## config.mk

```make
export PLATFORM = sky130hd
export DESIGN_NAME = reprog_divider
export DESIGN_NICKNAME = d
export VERILOG_FILES = /design/src/rtl/rdiv_pkg.sv /design/src/rtl/rdiv_limit_reg.sv /design/src/rtl/rdiv_counter.sv /design/src/rtl/rdiv_edge.sv /design/src/rtl/reprog_divider.sv
export SDC_FILE = /design/constraint.sdc
export NUM_CORES = 1
export LEC_CHECK = 0
export BUFFER_PORTS_ARGS = -buffer_cell sky130_fd_sc_hd__buf_2
export CAP_MARGIN = 20
export CORE_MARGIN = 8
export CORE_UTILIZATION = 42
export DETAILED_ROUTE_END_ITERATION = 10
export SLEW_MARGIN = 20
export SYNTH_ARGS = -nofsm -noshare
export SYNTH_HDL_FRONTEND = slang
export SYNTH_HIERARCHICAL = 1
export SYNTH_SLANG_ARGS = --single-unit
```

## constraint.sdc

```tcl
create_clock -name clk -period 5.85 [get_ports clk]
set_input_delay 0.585 -clock clk [delete_from_list [all_inputs] [get_ports clk]]
set_output_delay 0.585 -clock clk [all_outputs]
set_load 0.03 [all_outputs]
```

## src/rtl/rdiv_pkg.sv

```systemverilog
package rdiv_pkg;
  // reason an output edge is produced in a given clock
  typedef enum logic [1:0] {
    EV_NONE = 2'd0,
    EV_WRAP = 2'd1,
    EV_DROP = 2'd2
  } edge_cause_e;
endpackage

```

## src/rtl/rdiv_limit_reg.sv

```systemverilog
module rdiv_limit_reg #(
  parameter int unsigned    W       = 32,
  parameter logic [W-1:0]   DEF_LIM = '0
) (
  input  logic         clk,
  input  logic         rst,
  input  logic         wr,
  input  logic [W-1:0] wr_val,
  output logic [W-1:0] lim_q,
  output logic [W-1:0] lim_eff
);
  // a write applies to the decision in its own clock
  always_comb lim_eff = wr ? wr_val : lim_q;

  always_ff @(posedge clk) begin
    if (rst) lim_q <= DEF_LIM;
    else     lim_q <= lim_eff;
  end
endmodule

```

## src/rtl/rdiv_counter.sv

```systemverilog
module rdiv_counter #(
  parameter int unsigned W = 32
) (
  input  logic         clk,
  input  logic         rst,
  input  logic         tick,
  input  logic         clear,
  output logic [W-1:0] cnt_q
);
  localparam logic [W-1:0] ONE = {{(W-1){1'b0}}, 1'b1};

  always_ff @(posedge clk) begin
    if (rst || clear) cnt_q <= '0;
    else if (tick)    cnt_q <= cnt_q + ONE;
  end
endmodule

```

## src/rtl/rdiv_edge.sv

```systemverilog
module rdiv_edge
  import rdiv_pkg::*;
#(
  parameter int unsigned W = 32
) (
  input  logic         clk,
  input  logic         rst,
  input  logic         tick,
  input  logic         wr,
  input  logic [W-1:0] wr_val,
  input  logic [W-1:0] lim_eff,
  input  logic [W-1:0] cnt,
  output edge_cause_e  cause,
  output logic         fire,
  output logic         pulse_q
);
  logic drop, wrap;

  always_comb begin
    drop = wr && (wr_val <= cnt);
    wrap = tick && (cnt >= lim_eff);
    fire = drop || wrap;
    if (drop)      cause = EV_DROP;
    else if (wrap) cause = EV_WRAP;
    else           cause = EV_NONE;
  end

  always_ff @(posedge clk) begin
    if (rst) pulse_q <= 1'b0;
    else     pulse_q <= fire;
  end
endmodule

```

## src/rtl/reprog_divider.sv

```systemverilog
module reprog_divider
  import rdiv_pkg::*;
#(
  parameter int unsigned  LIM_W   = 32,
  parameter logic [LIM_W-1:0] DEF_LIM = '0
) (
  input  logic             clk,
  input  logic             rst,
  input  logic             tick_en,
  input  logic             lim_wr,
  input  logic [LIM_W-1:0] lim_val,
  output logic             pulse_o
);
  logic [LIM_W-1:0] lim_q, lim_eff, cnt_q;
  logic             fire;
  edge_cause_e      cause;

  rdiv_limit_reg #(.W(LIM_W), .DEF_LIM(DEF_LIM)) u_lim (
    .clk(clk), .rst(rst), .wr(lim_wr), .wr_val(lim_val),
    .lim_q(lim_q), .lim_eff(lim_eff)
  );

  rdiv_counter #(.W(LIM_W)) u_cnt (
    .clk(clk), .rst(rst), .tick(tick_en), .clear(fire), .cnt_q(cnt_q)
  );

  rdiv_edge #(.W(LIM_W)) u_edge (
    .clk(clk), .rst(rst), .tick(tick_en), .wr(lim_wr), .wr_val(lim_val),
    .lim_eff(lim_eff), .cnt(cnt_q), .cause(cause), .fire(fire),
    .pulse_q(pulse_o)
  );

  AST_RESET_STATE: assert property (@(posedge clk)
    rst |=> (cnt_q == '0) && (lim_q == DEF_LIM) && !pulse_o);

  AST_COUNT_BOUNDED: assert property (@(posedge clk) disable iff (rst)
    cnt_q <= lim_q);

  AST_PULSE_RESTART: assert property (@(posedge clk) disable iff (rst)
    pulse_o |-> (cnt_q == '0));

  AST_IDLE_HOLD: assert property (@(posedge clk) disable iff (rst)
    (!tick_en && !lim_wr) |=> ($stable(cnt_q) && !pulse_o));

  AST_RAISE_CONTINUES: assert property (@(posedge clk) disable iff (rst)
    (lim_wr && tick_en && (lim_val > cnt_q)) |=>
      (!pulse_o && (cnt_q == $past(cnt_q) + 1'b1)));

  AST_LOWER_FIRES: assert property (@(posedge clk) disable iff (rst)
    (lim_wr && (lim_val <= cnt_q)) |=> (pulse_o && (cnt_q == '0)));

  AST_DROP_CAUSE: assert property (@(posedge clk) disable iff (rst)
    (cause == EV_DROP) |=> (lim_q == $past(lim_val)));
endmodule

```

# Word-level counts from Yosys, hierarchy flattened
# Index checks and enable logic that the tools add are counted.
[word_totals]
register_bits = 65
out_inout_bits = 1
wordCells = 11
input_bits = 36
[classes]
mux = 1
add_sub_neg = 1
reduce_logical = 4
order_cmp = 2
[ops]
columns = ["op", "n"]
rows = [
  ["32-bit by 1-bit adder with 32-bit output (second input constant)", 1],
  ["32-bit >= comparator", 1],
  ["32-bit less-or-equal comparator", 1],
  ["32-bit two-way mux", 1],
  ["1-bit logical AND", 2],
  ["1-bit logical OR", 2],
]

# Logic depth before layout (Yosys ltp)
# Gate-level depths: netlist of the first run.
[logic_depth]
ltp_word = 5
depth_mapped = 15
ltp_nobuf = 13

# Cells and area by module
# The synthesis of the first run kept the hierarchy.
[by_module_without_submodules]
columns = ["module", "area_per_inst_um2", "seq_area_each_um2", "instances", "cells_each"]
rows = [
  ["rdiv_edge", 1660.3, 20.0, 1, 238],
  ["rdiv_counter", 1566.5, 640.6, 1, 178],
  ["rdiv_limit_reg", 1370.1, 640.6, 1, 103],
]

# Least setup slack after synthesis of the first run
# Ideal clock, no wire load.
[synth_timing]
path_kind = "input port to flip-flop"
startpoint = "input lim_wr"
endpoint = "register u_cnt.cnt_q[15]"
arrival_ns = 3.478
slack_ns = 2.302
required_ns = 5.780
setup_ns = 0.070
stages = 15
path_cell_list = "buf_6 buf_6 mux2_4 inv_1 ha_1 a21o_1 a21oi_2 o32ai_1 or4b_1 a211oi_2 nand2_1 or2_2 clkbuf_1 buf_1 a21oi_1"
[synth_via]
elab_chain_len = 5
word_cells_on_any_way = 6
cone_classes = "order compare (1); mux (1); reduce/logical (4)"
[synth_rtl]
columns = ["element", "line_no", "text"]
rows = [
  ["from (decl)", "reprog_divider.sv:10", "input logic lim_wr,"],
  ["32-bit two-way mux", "rdiv_limit_reg.sv:13", "always_comb lim_eff = wr ? wr_val : lim_q;"],
  ["named net lim_eff[6]", "reprog_divider.sv:14", "logic [LIM_W-1:0] lim_q, lim_eff, cnt_q;"],
  ["32-bit >= comparator", "rdiv_edge.sv:21", "wrap = tick && (cnt >= lim_eff);"],
  ["1-bit logical AND", "rdiv_edge.sv:21", ""],
  ["1-bit logical OR", "rdiv_edge.sv:22", "fire = drop || wrap;"],
  ["named net fire", "reprog_divider.sv:15", "logic fire;"],
  ["1-bit logical OR", "rdiv_counter.sv:13", "if (rst || clear) cnt_q <= '0;"],
  ["to (signal assigned)", "rdiv_counter.sv:14", "else if (tick) cnt_q <= cnt_q + ONE;"],
  ["to (decl)", "rdiv_counter.sv:8", "output logic [W-1:0] cnt_q"],
]
# The timed path passes the listed nets, and every way through them passes these cells.
# A chain may end at the register's enable or synchronous reset.

# Worst setup path in the final report of the first run
[layout_timing]
startpoint = "input lim_wr"
endpoint = "register u_cnt.cnt_q[24]"
# Same word-level chain as after synthesis.

==> results of run 1 <==
## registers in the layout (all words and copies together), names as in the netlist
register / flops
u_cnt/cnt_q: 32
u_lim/lim_q: 32
u_edge/pulse_q: 1
## how the worst max path moves through the flow
stage            from                      endpoint  slack (ns)  cells past startpoint
5_1_grt        lim_wr  u_cnt/cnt_q[24]$_SDFFE_PP0P_        1.66                     14
3_5_place_dp   lim_wr  u_cnt/cnt_q[24]$_SDFFE_PP0P_        1.48                     14
4_1_cts        lim_wr  u_cnt/cnt_q[24]$_SDFFE_PP0P_        1.85                     14
2_1_floorplan  lim_wr  u_cnt/cnt_q[15]$_SDFFE_PP0P_        2.34                     15
6_report       lim_wr  u_cnt/cnt_q[24]$_SDFFE_PP0P_        1.84                     14
3_3_place_gp   lim_wr  u_cnt/cnt_q[24]$_SDFFE_PP0P_        1.60                     14
## worst max-delay path, delay by kind of cell
family          cells  cell delay (ns)
compound gates      3             0.50
fa+ha+maj           1             0.23
buf+inv             3             0.94
mux                 1             0.35
simple gates        6             1.69
## layout make-up
class	instances	area, um2
sequential	65	1301
clock inverter	5	102.6
multi-input combinational	366	2917
tap	140	175.2
inverter	68	255.2
timing repair buffer	37	187.7
fill	1080	5665
clock buffer	11	141.4
## report_power, final
| part | internal (W) | switching [W] | leakage [nW] | total (W) |
|---|---|---|---|---|
| Combinational | 0.0000716 | 0.0000739 | 1.51 | 0.000145 |
| Sequential | 0.000457 | 0.00000531 | 0.530 | 0.000462 |
| Clock | 0.000294 | 0.000185 | 0.120 | 0.000479 |
| Total | 0.000822 | 0.000264 | 2.16 | 0.00109 |
## layer usage
layer	global-route usage [%]	part of all wire (%)	wire length (um)
met2	22.82	45	4619
met3	3.776	3.9	403
met1	19.75	49	5008
met5	0	0	0
met4	6.245	2.1	212
## metrics by stage
stage	hold slack, ns	util [%]
global route	0.5354	47.28
floorplan	0.4634	-
CTS	0.5179	47.28
finish	0.5144	47.28
global placement	0.5068	45.00
detailed placement	0.5078	45.00
==> reports/metrics.cfg, run 1 <==
[outcome]
status = completed

[sta]
fmaxAchievable_mhz = 249.3
fin_crit_ns = 4.010
finalCritPeriodShare_pct = 68.55
finalClockSkew_ns = 0.005496
tightest_slew_ns = 0.7470
fin_tns_setup_ns = 0
setup_viol = 0
fin_ws_ns = 1.840
rsz0062_at_grt = no
finalMaxSlewViolations = 0
relSlewSlack_pct = 50.20
hold_viol_final = 0

[clock_tree]
post-cts-setup-buffers = 0
h-tree-depth = 3
cts_sinks = 65
ctsResizeCount = 0
cts_tree = built
clk_latency_ns = 0.35
cts_root_buf = clkbuf_8
clk_pin_slew_worst_paths_ns = 0.07
cts_buffer_depth = 2
ctsHoldBuffers = 0
cts_made_buffers = 9

[power]
p_leak_nw = 2.164
finalPower_w = 0.001087
vdd_drop_max_mv = 0.1099
p_per_area_mw_per_mm2 = 213.9

[detailed_routing]
first_iter_violations = 164
firstDrtPassIters = 4
via_per_inst = 5.316
num_vias = 3679
route.detailed.drc = 0
wl_per_cell_um = 14.80
routed_wl_um = 10240
detail-route-antenna-nets = 0

[die]
core_mm2 = 0.01075
fp.dieW_um = 120.4
die_h_um = 120.4
rows = 38
start_util_pct = 42.64
die-area_mm2 = 0.01451
io_pins = 37

[worst_setup_path]
worstSetupPathType = in -> reg
max_stage_delay_ns = 0.56
end_kind = flip-flop
reg2reg_depth = 11
arrival_ns = 4.31
worst_setup_path_start_kind = input pin
reg2reg_slack_ns = 2.58
worstPathCellList = buf_2 > buf_4 > mux2_4 > inv_1 > ha_1 > nand4_1 > or3_1 > a221oi_1 > or4b_1 > a211oi_2 > nand2_1 > or2_2 > nor2_1 > a41o_1
timing.rr.start = u_cnt/cnt_q[7]$_SDFFE_PP0P_
worstPathRequired_ns = 6.15
reg2reg_to = u_cnt/cnt_q[24]$_SDFFE_PP0P_
cp_max_fo = 28
critPathSlowestCell = or4b_1

[final_layout]
final_area_mm2 = 0.005080
final_cell_mix = inv_1, ha_1, dfxtp_1
final_common_cell = inv_1
antenna_cells = 0
area_growth_pct = 10.87
final_nets = 648
finalNonFillerCells = 692
layout-drive-gt1-share_pct = 17.39

[global_route]
antenna_found_initial = 0
grt_pass1_vias = 3679
grt_pass1_wl_um = 17620
grt_max_degree = 39
track_usage_pct = 14.99
grt-ovfl-total = 0

[placed_design]
dp_cells = 676
dpl-instance-area_mm2 = 0.004836
io_buffers = 36
place_ws_ns = 1.482
hpwlAfterDp_um = 7653
routabilityCongestion = 0.7517

[yosys]
postSynthAreaPerCell_um2 = 8.880
syn_area_mm2 = 0.004582
synth.net_count = 617
netlist_instances = 516
yosysWarnings = 6

[run]
drv_cap = 0

[min_path]
holdPathEnd = u_cnt/cnt_q[31]$_SDFFE_PP0P_
hold_start = u_cnt/cnt_q[31]$_SDFFE_PP0P_
hold_depth = 2
hp-class = reg -> reg

Power figures use the tool's default switching activity.
==> inputs of run 2 (changes only) <==
Clock period 5.85 ns to 3.33 ns, I/O delays scaled along.
==> run 2 against run 1 <==
Against the previous run:
- die area unchanged
- critical endpoint is now u_cnt/cnt_q[4]$_SDFFE_PP0P_
- sequential power up 76%
- first-iteration DRC count up 24%
- setup slack worse by 1.6 ns
- count of clock-buffer cells in the layout up 2
- sequential cell count unchanged
- critical path type unchanged
- utilization up 1.1 points
- global-route usage up 0.14 points
- cell count up 1.4%
- largest cell class unchanged
- combinational power up 86%
==> reports/metrics.cfg, run 2 (synthesis gave the netlist of run 1 again) <==
[worst_setup_path]
arrival_ns = 3.39
timing.critical_path.buf_inv = 4
reg2reg_depth = 10
end_kind = flip-flop
path_depth = 13
timing.rr.start = u_lim/lim_q[0]$_SDFF_PP0_
worst_setup_path_start_kind = input pin
cp_top_family = simple AND/OR/NAND/NOR gates
worstPathRequired_ns = 3.62
worstPathCellList = buf_2 > buf_12 > buf_12 > mux2_4 > ha_1 > o21ai_0 > a221oi_1 > or4b_1 > a211oi_2 > nand2_1 > or2_2 > buf_4 > nor2_1
max_stage_delay_ns = 0.55
critPathSlowestCell = or4b_1
cp_max_fo = 11
worstSetupPathType = in -> reg
endpoint = u_cnt/cnt_q[4]$_SDFFE_PP0P_
reg2reg_slack_ns = 0.40
startpoint = lim_wr
crit_top_cell = buf_12
reg2reg_to = u_cnt/cnt_q[4]$_SDFFE_PP0P_

[final_layout]
area_growth_pct = 13.44
fillers = 1051
final_cell_mix = inv_1, ha_1, dfxtp_1
top_regs = u_cnt/cnt_q: 32 flops, u_lim/lim_q: 32 flops, u_edge/pulse_q: 1 flops
layout-drive-gt1-share_pct = 18.86
finalNonFillerCells = 702
final_nets = 659
antenna_cells = 0
final_common_cell = inv_1

[global_route]
antenna_found_initial = 0
grt_pass1_vias = 3842
grt_max_degree = 39
grt_pass1_wl_um = 17800
grt-ovfl-total = 0
track_usage_pct = 15.13

[sta]
finalMaxSlewViolations = 0
fin_tns_setup_ns = 0
finalCritPeriodShare_pct = 93.02
rsz0062_at_grt = no
hold_viol_final = 0
fin_crit_ns = 3.098
relSlewSlack_pct = 50.46
fmaxAchievable_mhz = 322.8
hold_ws_ns = 0.3538
finalClockSkew_ns = 0.008687
setup_viol = 0
tightest_slew_ns = 0.7431

[detailed_routing]
first_iter_violations = 203
wl_per_cell_um = 14.77
route.detailed.drc = 0
num_vias = 3685
via_per_inst = 5.249
routed_wl_um = 10370
firstDrtPassIters = 4
detail-route-antenna-nets = 0

[clock_tree]
ctsHoldBuffers = 0
cts_sinks = 65
post-cts-setup-buffers = 0
clk_pin_slew_worst_paths_ns = 0.07
cts_made_buffers = 9
clk_latency_ns = 0.35
cts_buffer_depth = 2
cts_root_buf = clkbuf_8
h-tree-depth = 3
cts_tree = built
ctsResizeCount = 0

[power]
p_per_area_mw_per_mm2 = 360.5
p_leak_nw = 2.232
vdd_drop_max_mv = 0.1768
finalPower_w = 0.001874

[die]
rows = 38
core_mm2 = 0.01075
start_util_pct = 42.64
io_pins = 37
die_h_um = 120.4
fp.dieW_um = 120.4
die-area_mm2 = 0.01451

[outcome]
status = completed

[placed_design]
dp_cells = 687
io_buffers = 36
routabilityCongestion = 0.8115
hpwlAfterDp_um = 7886

[run]
drv_cap = 0

[min_path]
hp-class = in -> reg
hold_depth = 3

[run 2: cell types whose count changed in the layout (fill, tap and decap cells not counted)]
cell,change
buf_12,+4
buf_4,+7
bufinv_16,-1
clkbuf_8,+2
clkinv_2,-1
clkinvlp_4,-1
[run 2: where the power goes]
part           internal (W)  switching [W]
Sequential         0.000802     0.00000970
Combinational      0.000139       0.000132
Clock              0.000480       0.000312
Total               0.00142       0.000453
[run 2: final cells by class]
cell class              instances  area (um2)  area share, %
multi-input cells             366        2917          56.11
repair buffers                 48       320.3          6.163
flip-flops and latches         65        1301          25.04
inverters                      68       255.2          4.911
clock buffers                  13       168.9          3.250
clock inverters                 2       60.06          1.156
well taps                     140       175.2          3.370
[run 2: worst min-delay path, delay by kind of cell]
kind	cells	cell delay, ns
buf+inv	1	0.09
simple gates	1	0.11
mux	1	0.14
[run 2: how the worst min path moves through the flow]
| stage | startpoint | end | slack [ns] |
|---|---|---|---|
| floorplan | rst | u_edge/pulse_q$_SDFF_PP0_ | 0.40 |
| global placement | u_cnt/cnt_q[31]$_SDFFE_PP0P_ | u_cnt/cnt_q[31]$_SDFFE_PP0P_ | 0.49 |
| detailed placement | u_cnt/cnt_q[31]$_SDFFE_PP0P_ | u_cnt/cnt_q[31]$_SDFFE_PP0P_ | 0.50 |
| CTS | lim_val[24] | u_lim/lim_q[24]$_SDFF_PP0_ | 0.33 |
| global route | lim_val[24] | u_lim/lim_q[24]$_SDFF_PP0_ | 0.34 |
| finish | lim_val[24] | u_lim/lim_q[24]$_SDFF_PP0_ | 0.35 |
[run 2: metal layers]
metal  wire (um)  vias to the layer above  track usage, %
met5           0                        -               0
met4         172                        0           6.635
met3         465                       13           3.730
met2        4720                       55           24.49
met1        5011                     1715           18.68
li1            -                     1902               -
[run 2: per-stage QoR]
stage	utilization (%)	instance area, um2	worst slack, ns
final	48.37	5197	0.2324
after global routing	48.37	5197	0.03887
after CTS	48.37	5197	0.2541
after detailed placement	46.24	4969	-0.1227
after global placement	46.24	4969	-0.09041
after floorplan	-	4582	0.07451
==> inputs of run 3 (changes only) <==
Settings changed: ABC_AREA set to 1, SYNTH_HIERARCHICAL 1 to unset.
==> run 3 against run 2 <==
Against the previous run:
- first-iteration DRC count down 7.9%
- utilization down 0.32 points
- largest power group unchanged
- final area down 5.4%
- clock power down 15%
==> reports/metrics.cfg, run 3 <==
[power]
p_sw_w = 0.0004483
p_seq_share_pct = 47.4
combPwrFrac_pct = 13.4
clock_power_share_pct = 39.1
vdd_drop_max_mv = 0.1286
p_leak_nw = 2.173
swShare_pct = 26.21
internal_power_w = 0.001262
p_per_area_mw_per_mm2 = 348.0

[global_route]
track_usage_pct = 15.63
antenna_found_initial = 0
grt-ovfl-total = 0
grt_max_degree = 35
grt_pass1_vias = 3789
grt_pass1_wl_um = 17750

[worst_setup_path]
cp_max_fo = 18
arrival_ns = 2.61
worstSetupPathType = in -> reg
worstPathRequired_ns = 3.57
end_kind = flip-flop
reg2reg_slack_ns = 1.10
worst_setup_path_start_kind = input pin

[detailed_routing]
first_iter_violations = 187
routed_wl_um = 10470
wl_per_cell_um = 13.91
firstDrtPassIters = 5
num_vias = 3684
via_per_inst = 4.892
route.detailed.drc = 0
detail-route-antenna-nets = 0

[die]
core_mm2 = 0.01023
start_util_pct = 42.72
die_h_um = 118.0
io_pins = 37
die-area_mm2 = 0.01393
rows = 37
fp.dieW_um = 118.0

[yosys]
synth_top_flop_cell = dfxtp_1
yosysWarnings = 0
synth_cell_types = 29
ys_seq_elements = 65
synth_edf_count = 0
synth.net_count = 673
ys_seq_area_share_pct = 29.77
synth_most_common_cell = nand2_1
synth_top_cell_area_share_pct = 29.77
postSynthAreaPerCell_um2 = 7.641
ys_async_sr_fraction_pct = 0
syn_area_mm2 = 0.004370
yosys-top-cells-count = nand2_1, nor2_1, inv_1, dfxtp_1, ha_1
netlist_instances = 572
yosysTopAreaCell = dfxtp_1
synth_area_leaders = dfxtp_1, ha_1, nand2_1, nor2_1, mux2i_1

[clock_tree]
ctsResizeCount = 0
cts_made_buffers = 9
cts_tree = built
post-cts-setup-buffers = 0
h-tree-depth = 3
clk_latency_ns = 0.35
ctsHoldBuffers = 0
clk_pin_slew_worst_paths_ns = 0.07
cts_sinks = 65
cts_buffer_depth = 2
cts_root_buf = clkbuf_8

[sta]
fin_ws_ns = 0.9597
finalCritPeriodShare_pct = 71.18
tightest_slew_ns = 0.7110
setup_viol = 0
finalMaxSlewViolations = 0
hold_viol_final = 0
fmaxAchievable_mhz = 421.9
finalClockSkew_ns = 0.007676
fin_tns_setup_ns = 0
rsz0062_at_grt = no
fin_crit_ns = 2.370
relSlewSlack_pct = 52.60

[placed_design]
dp_cells = 737
io_buffers = 36
routabilityCongestion = 0.8277
place_ws_ns = 0.6063
hpwlAfterDp_um = 8431

[final_layout]
antenna_cells = 0
fillers = 1029
top_regs = u_cnt.cnt_q: 32 flops, u_lim.lim_q: 32 flops, u_edge.pulse_q: 1 flops
layout-drive-gt1-share_pct = 12.16
final_common_cell = nand2_1
final_cell_mix = nand2_1, nor2_1, inv_1
final_nets = 713
finalNonFillerCells = 753
area_growth_pct = 12.48

[run]
drv_cap = 0

[outcome]
status = completed

[min_path]
hp-class = in -> reg

[run 3: kinds of logic (layout without fill, tap and decap cells)]
logic type               after synthesis  after routing  synth area share, %
AND/OR/NAND/NOR                      257            257                26.11
AO/OA/AOI/OAI                         39             39                4.810
adder cells (fa/ha/maj)               65             65                18.61
multiplexers                          31             31                7.100
flip-flops                            65             65                29.77
buffers and inverters                 84            129                7.386
XOR/XNOR                              31             31                6.212
[run 3: final timing paths]
| kind | startpoint | end | cells past startpoint |
|---|---|---|---|
| worst max-delay path | lim_wr | u_cnt.cnt_q[1]$_SDFFE_PP0P_ | 14 |
| worst min-delay path | lim_val[0] | u_lim.lim_q[0]$_SDFF_PP0_ | 3 |
| worst max register to register | u_cnt.cnt_q[29]$_SDFFE_PP0P_ | u_cnt.cnt_q[1]$_SDFFE_PP0P_ | 12 |
| worst min register to register | u_lim.lim_q[0]$_SDFF_PP0_ | u_lim.lim_q[0]$_SDFF_PP0_ | 2 |
[run 3: power groups by stage]
stage               registers (W)  logic, W  clock network, W
detailed placement       0.000829  0.000230                 0
floorplan                0.000828  0.000153                 0
global route             0.000814  0.000264          0.000729
global placement         0.000829  0.000222                 0
CTS                      0.000812  0.000232          0.000687
finish                   0.000812  0.000230          0.000669
[run 3: layout make-up]
cell class                 count  area, um2  share of cell area, %
multi-input combinational    423       2746                  55.87
sequential                    65       1301                  26.47
inverter                      73      274.0                  5.574
timing repair buffer          40      235.2                  4.785
tap                          136      170.2                  3.461
clock buffer                  13      148.9                  3.029
clock inverter                 3      40.04                 0.8145
[run 3: per-layer routing]
metal	share of wire, %	global-route usage, %	vias to the layer above
li1	-	-	1928
met4	1.3	5.364	0
met1	49	20.28	1669
met5	0	0	-
met3	5.6	3.597	14
met2	44	24.87	73
[run 3: critical path, cell delays in order]
cell and delay [ns]:
buf_2 0.37, buf_12 0.21, mux2i_1 0.29, ha_1 0.18
nand2_1 0.06, nor2_1 0.16, nand4_1 0.19, a21oi_1 0.20
nor2_1 0.07, nand2_1 0.07, nand2_1 0.06, nand3_1 0.11
buf_4 0.24, nor2_1 0.06
[run 3: metrics by stage]
step | hold WS (ns) | instance area (um2) | total power [W] | utilization, %
after global placement | 0.4589 | 4727 | 0.001051 | 46.20
after floorplan | 0.4462 | 4370 | 0.0009806 | -
after detailed placement | 0.4646 | 4727 | 0.001059 | 46.20
final | 0.2601 | 4916 | 0.001711 | 48.05
after CTS | 0.2458 | 4916 | 0.001731 | 48.05
after global routing | 0.2696 | 4916 | 0.001807 | 48.05
